===== config.mk =====
export PLATFORM = sky130hd
export DESIGN_NAME = tdm_slot_timer
export DESIGN_NICKNAME = d
export VERILOG_FILES = /design/src/rtl/tdm_slot_timer.sv
export SDC_FILE = /design/constraint.sdc
export NUM_CORES = 1
export LEC_CHECK = 0
export ABC_AREA = 0
export BUFFER_PORTS_ARGS = -buffer_cell sky130_fd_sc_hd__buf_4
export CAP_MARGIN = 20
export CELL_PAD_IN_SITES_DETAIL_PLACEMENT = 0
export CELL_PAD_IN_SITES_GLOBAL_PLACEMENT = 1
export CORE_UTILIZATION = 45
export CTS_CLUSTER_DIAMETER = 80
export DETAILED_ROUTE_END_ITERATION = 16
export HOLD_SLACK_MARGIN = 0.03
export PLACE_DENSITY = 0.78
export SLEW_MARGIN = 20
export SYNTH_ARGS = -nofsm -noshare
export SYNTH_HDL_FRONTEND = slang
export SYNTH_SLANG_ARGS = --single-unit

===== constraint.sdc =====
create_clock -name clk -period 9 [get_ports clk]
set_input_delay 1.8 -clock clk [delete_from_list [all_inputs] [get_ports clk]]
set_output_delay 1.8 -clock clk [all_outputs]
set_load 0.05 [all_outputs]

===== src/rtl/tdm_slot_timer.sv =====
module tdm_slot_timer #(
  parameter int NS         = 32,
  parameter int FRAME_CLKS = 2048
) (
  input  logic              clk,
  input  logic              rst_n,
  input  logic              fsync,
  input  logic [1:0]        mode_sel,
  input  logic [NS-1:0]     sdi,
  output logic [NS-1:0]     bit_stb,
  output logic [NS-1:0]     active,
  output logic [$clog2(FRAME_CLKS)-5:0] chan_lo,
  output logic [2:0]        bidx_lo,
  output logic [$clog2(FRAME_CLKS)-5:0] chan_hi,
  output logic [2:0]        bidx_hi,
  output logic [NS-1:0]     rx_valid,
  output logic [NS*8-1:0]   rx_byte,
  output logic [$clog2(FRAME_CLKS)-5:0] rx_chan_lo,
  output logic [$clog2(FRAME_CLKS)-5:0] rx_chan_hi
);
  localparam int CW   = $clog2(FRAME_CLKS);
  localparam int CHW  = CW - 4;
  localparam int HALF = NS / 2;
  localparam int MIX  = NS * 3 / 4;
  localparam logic [CW-1:0] LAST = CW'(FRAME_CLKS - 1);

  logic [CW-1:0] cnt;
  logic [1:0]    mode;
  logic [1:0]    sh_lo, sh_hi;
  logic          tick_lo, tick_hi;

  function automatic logic tick(input logic [CW-1:0] c, input logic [1:0] s);
    logic [CW-1:0] m;
    m = (CW'(1) << s) - CW'(1);
    return (c & m) == m;
  endfunction

  always_ff @(posedge clk or negedge rst_n)
    if (!rst_n) begin
      cnt  <= '0;
      mode <= 2'd0;
    end else begin
      cnt <= (fsync || cnt == LAST) ? '0 : cnt + CW'(1);
      if (fsync || cnt == LAST) mode <= mode_sel;
    end

  assign sh_lo = (mode == 2'd1) ? 2'd2 : (mode == 2'd2) ? 2'd1 : 2'd3;
  assign sh_hi = (mode == 2'd1) ? 2'd2 : (mode == 2'd0) ? 2'd3 : 2'd1;

  assign tick_lo = tick(cnt, sh_lo);
  assign tick_hi = tick(cnt, sh_hi);
  assign bidx_lo = 3'(cnt >> sh_lo);
  assign bidx_hi = 3'(cnt >> sh_hi);
  assign chan_lo = CHW'(cnt >> ({1'b0, sh_lo} + 3'd3));
  assign chan_hi = CHW'(cnt >> ({1'b0, sh_hi} + 3'd3));

  always_comb
    case (mode)
      2'd2:    active = NS'((64'd1 << HALF) - 64'd1);
      2'd3:    active = NS'((64'd1 << MIX) - 64'd1);
      default: active = '1;
    endcase

  always_ff @(posedge clk or negedge rst_n)
    if (!rst_n) begin
      rx_chan_lo <= '0;
      rx_chan_hi <= '0;
    end else begin
      rx_chan_lo <= chan_lo;
      rx_chan_hi <= chan_hi;
    end

  for (genvar s = 0; s < NS; s++) begin : g_stream
    localparam bit LO = (s < HALF);
    logic [6:0] sr;
    logic       last_bit;
    assign bit_stb[s] = active[s] & (LO ? tick_lo : tick_hi);
    assign last_bit   = LO ? (bidx_lo == 3'd7) : (bidx_hi == 3'd7);

    always_ff @(posedge clk or negedge rst_n)
      if (!rst_n) begin
        sr            <= '0;
        rx_valid[s]   <= 1'b0;
        rx_byte[s*8 +: 8] <= '0;
      end else begin
        rx_valid[s] <= bit_stb[s] & last_bit;
        if (bit_stb[s]) begin
          sr <= {sr[5:0], sdi[s]};
          if (last_bit) rx_byte[s*8 +: 8] <= {sr, sdi[s]};
        end
      end
  end
endmodule



After elaboration in Yosys (flattened, before gate mapping)
Index checks and enable logic that the tools add are counted.

Flip-flop bits (word level): 539. Output and inout bits: 386.

Bitwise gates (word level): 66. Add/subtract/negate cells: 5. Shift operators: 6. Reductions and logical operators: 34. Muxes and demuxes: 6. Eq/ne operators: 8.

Operators by type and width (number): AND 1 bit (64); one-hot mux 32 bit (2 select lines) (1); AND reduction 2 bit (32); AND 11 bit (2); == test 11 bit (2); << shifter 1 x 2 -> 11 bit (first input constant) (2); right shift 11 x 2 -> 3 bit (2); right shift 11 x 3 -> 7 bit (2); subtractor 11 x 2 -> 11 bit (second input constant) (2); adder 11 x 1 -> 11 bit (second input constant) (1); == test 11 bit (second input constant) (1); two-way mux 11 bit (1); two-way mux 2 bit (4); adder 2 x 2 -> 3 bit (second input constant) (2); == test 3 bit (second input constant) (2); == test 2 bit (second input constant) (2); == test 2 x 1 -> 1 bit (second input constant) (1); logical NOT 2 bit (1); logical OR 1 bit (1).

Depth between registers and ports, before layout
Depth in word-level cells: 9. Depth in mapped cells: 12.

Worst setup path before layout
OpenSTA, ideal clock, no wires.

Kind: reg2out. Start point: register mode[0]. End point: output bit_stb[17]. Data required time: 7200 ps. Setup slack: 4671 ps. Arrival time: 2529 ps. Cell stages (with the launch flop): 12. Buffers on the path: 4. Cells stage by stage: dfrtp_1 inv_1 ha_1 buf_6 inv_1 ha_1 or2_2 o2111ai_1 nor3_2 buf_2 buf_2 buf_4.

Word-level cells in the longest chain between the ends: 8.

RTL lines: start: declaration (RTL line 28) `logic [1:0] mode;`; start signal: assignment (RTL line 44) `if (fsync || cnt == LAST) mode <= mode_sel;`; logical NOT 2 bit (RTL line 48) `assign sh_hi = (mode == 2'd1) ? 2'd2 : (mode == 2'd0) ? 2'd3 : 2'd1;`; two-way mux 2 bit (2 in a row) (RTL line 48); << shifter 1 x 2 -> 11 bit (RTL line 34) `m = (CW'(1) << s) - CW'(1);`; subtractor 11 x 2 -> 11 bit (RTL line 34); AND 11 bit (RTL line 35) `return (c & m) == m;`; == test 11 bit (RTL line 35); AND 1 bit * (RTL line 77) `assign bit_stb[s] = active[s] & (LO ? tick_lo : tick_hi);`; end: declaration (RTL line 10) `output logic [NS-1:0] bit_stb,`.

Every way passes the cells marked *; elsewhere a longest branch is shown, timed or not.

Final worst setup path
Start point: register mode[0]. End point: output bit_stb[5].

Word-level cells in the longest chain between the ends: 8.

RTL lines: == test 2 bit (RTL line 47) `assign sh_lo = (mode == 2'd1) ? 2'd2 : (mode == 2'd2) ? 2'd1 : 2'd3;`; two-way mux 2 bit (RTL line 47); two-way mux 2 bit * (RTL line 47); << shifter 1 x 2 -> 11 bit * (RTL line 34); subtractor 11 x 2 -> 11 bit * (RTL line 34); AND 11 bit (RTL line 35); == test 11 bit * (RTL line 35); AND 1 bit * (RTL line 77).

Marks and branches as above.

==> impl_results.md <==
* Height of the die at 213.7 µm
* Crit path DAT at 4.02 ns
* Row count at 77
* Final clock period utilization by the worst path at 64.66%
* Final count of pins violating max slew at 0
* Number of detailed-route iterations in the first pass at 4
* Stage delay of the slowest cell on the critical path at 0.72 ns
* Most frequent cells in the layout: 510 x sky130_fd_sc_hd__dfrtp_1, 413 x sky130_fd_sc_hd__buf_4, 358 x sky130_fd_sc_hd__mux2_2, 129 x sky130_fd_sc_hd__mux2_1, 53 x sky130_fd_sc_hd__clkbuf_16
* Worst Path Class, Setup: flip-flop to output pin
* Worst reg-to-reg path cell count at 7
* All-layer global routing usage at 17.38%
* Master of the slowest instance on the critical path: sky130_fd_sc_hd__o221ai_4
* Worst reg2reg path endpoint: rx_byte[38]
* Most common cell after layout, fill and taps aside: sky130_fd_sc_hd__dfrtp_1
* Critical Path RT at 7.20 ns
* Instance area after placement at 0.02311 mm²
* Gp weighted congestion at 0.7879
* Detailed placement HPWL at 26.22 mm
* Slew at the pin closest to its max-slew limit at 1.060 ns
* Final hold viol count at 0
* Clock root buffer: sky130_fd_sc_hd__clkbuf_16
* NetSw at 1.469 mW
* Total clock buffers created by CTS at 53
* Minimum setup slack among reg-to-reg paths at 4.40 ns
* CTS tree: built
* Total grt overflow at 0
* Cell Int Power at 4.285 mW
* Run status: complete, no violations
* Syn Area/Cell at 15.86 µm²
* Part of the Yosys area used for sequential elements at 63.26%
* Top_reg_cell synth: sky130_fd_sc_hd__dfrtp_1
* Worst voltage drop across the vdd grid at 0.1604 mV
* Hold Path Cell Cnt at 1
* Gate count of the mapped netlist at 1272
* # nets final at 1653
* Worst hold slack after final layout at 0.4865 ns
* Worst Hold Endpoint: rx_byte[116]
* Total standard cell area after synthesis at 0.02017 mm²
* Fraction of power spent switching nets at 25.53%
* Number of warnings reported in the yosys synthesis log at 0
* Clock latency on the worst-skew pair at 0.59 ns
* Worst hold path type: flip-flop to flip-flop
* Gates resized, CTS repair at 0
* Critical register-to-register path startpoint: mode[1]
* Setup violation total in the final timing report at 0
* Critical Path, Cell by Cell: inv_1 > ha_1 > a31oi_1 > o221ai_4 > buf_4 > inv_1 > buf_4
* Clock sink count at 510
* Port Buf Inserts at 406
* Largest driver fanout on the critical path at 38
* Max-capacitance violation count at 0
* Number of distinct library cells after synthesis at 41
* Worst hold path startpoint: rx_byte[116]
* Combinational Power Share at 12.1%
* Antenna cell count at 0
* Average via count per standard cell at 4.926
* Detail Route Antenna Nets at 0
* Number of register bits inferred by synthesis at 510
* Via count of the first global-routing pass at 11240
* Core region area at 0.04422 mm²
* Final non-filler cell area at 0.02486 mm²
* Die extent in x at 213.7 µm
* Bufs on Longest Clock Path at 3
* Unrepaired setup endpoints after global routing: no
* Io pins at 423
* Post-layout minimum cycle time at 5.819 ns
* PwrDens at 231.5 mW/mm²
* Worst setup EP type: output pin
* Number of enable-type register cells in the synthesized netlist at 0
* Die area at 0.04568 mm²
* Leakage power total at 13.12 nW
* Post-Route Skew at 0.01540 ns
* Maximum clock frequency at 171.8 MHz
* Setup TNS at 0 ns
* Crit start category: flip-flop
* Count of hold buffers inserted by post-cts repair at 0
* Wirelength per Cell at 17.68 µm
* Wire length of the first global-routing pass at 62.47 mm
* Filler instances at 3597
* Total power consumption of the routed design at 5.754 mW
* Starting DRT DRC Count at 637
* Clock share of power at 37.4%
* DRC violation count after routing at 0
* Number of antenna violations at the first check in global routing at 0
* Syn-to-layout area delta at 23.22%
* Number of vias in the routed layout at 11020
* Starting density of the core at 45.62%
* Buffers inserted by post-CTS timing repair at 0
* Asr flop ratio synth at 100.0%
* Reg clk slew, reported paths at 0.06 ns
* # H-tree levels at 2
* Share of total power in sequential cells at 50.4%
* Final cell utilization of the core at 56.21%
* Remaining max-slew budget at the tightest pin at 29.35%
* Maximum number of pins on one net before global-route repair at 148
* Total wire length at 39.56 mm
* Layout cell share with drive strength beyond 1 at 52.95%
## stage by stage
stage / worst slack, ns / instances
5_1_grt: 2.823 / 2237
2_1_floorplan: 4.671 / 1287
6_report: 3.181 / 2237
4_1_cts: 3.070 / 2237
3_5_place_dp: 3.735 / 2143
3_3_place_gp: 3.781 / 2143
## sequential cells by signal, summed over array words and instances (netlist names)
signal,cells
rx_byte,256
rx_valid,3
rx_chan_lo,7
g_stream.sr,224
cnt,11
mode,2
rx_chan_hi,7
## kinds of logic (layout without fill, tap and decap cells)
group / count (synthesis) / in the layout / share of synthesized area (%)
DFF: 510 / 510 / 63.26
muxes: 502 / 502 / 28.12
buffers and inverters: 169 / 527 / 5.576
and+or+nand+nor: 51 / 51 / 1.315
AOI/OAI and AO/OA: 20 / 20 / 0.7009
adders and majority gates: 10 / 10 / 0.6202
xor gates and xnor gates: 9 / 9 / 0.3907
other: 1 / 16 / 0.01859
## worst max-delay path by stage
stage | startpoint | to | slack [ns]
2_1_floorplan | mode[0] | bit_stb[17] | 4.67
3_3_place_gp | mode[0] | bit_stb[6] | 3.78
3_5_place_dp | mode[0] | bit_stb[11] | 3.74
4_1_cts | mode[0] | bit_stb[11] | 3.07
5_1_grt | mode[0] | bit_stb[5] | 2.82
6_report | mode[0] | bit_stb[5] | 3.18
## power groups by stage
stage	combinational (mW)	sequential, mW	clock, mW
3_5_place_dp	0.709	2.95	0
2_1_floorplan	0.546	2.88	0
3_3_place_gp	0.688	2.93	0
5_1_grt	0.759	2.96	2.31
4_1_cts	0.712	2.91	2.23
6_report	0.698	2.90	2.15
## per-layer routing
metal	vias to the layer above	wire length (µm)	GRT usage, %
li1	5005	-	-
met1	5671	16970	22.91
met2	277	18250	26.51
met3	66	3453	6.473
met4	0	888	5.714
met5	-	0	0
## critical path, delay by kind of cell, from the launching register on
family,cells,cell delay [ns]
AO/OA/AOI/OAI,2,0.97
flip-flops,1,0.42
buffers and inverters,4,1.38
adder cells (fa/ha/maj),1,0.61
## area by class of cell
type / count / area, µm² / area share [%]
Clock buffer: 81 / 1582 / 6.363
Clock inverter: 13 / 155.1 / 0.6242
Inverter: 15 / 56.30 / 0.2265
Multi-Input combinational cell: 608 / 6382 / 25.68
Sequential cell: 510 / 12760 / 51.34
Tap cell: 592 / 740.7 / 2.980
Timing Repair Buffer: 418 / 3178 / 12.79
## synth_stat cells (all sizes together), types with 2 or more instances
cell type,instances,share of area (%)
xor2,5,0.22
nor3b,3,0.16
xnor2,4,0.17
mux2,487,27
nand3,3,0.074
and3,4,0.12
dfrtp,510,63
nor2,19,0.37
buf,148,5.2
mux2i,12,0.60
nand2,12,0.22
ha,10,0.62
o21ai,5,0.12
nand2b,3,0.093
mux4,3,0.33
inv,15,0.28
a21oi,5,0.12
nor3,2,0.074
clkbuf,6,0.11
No activity file was read; power rests on OpenSTA's default activity.
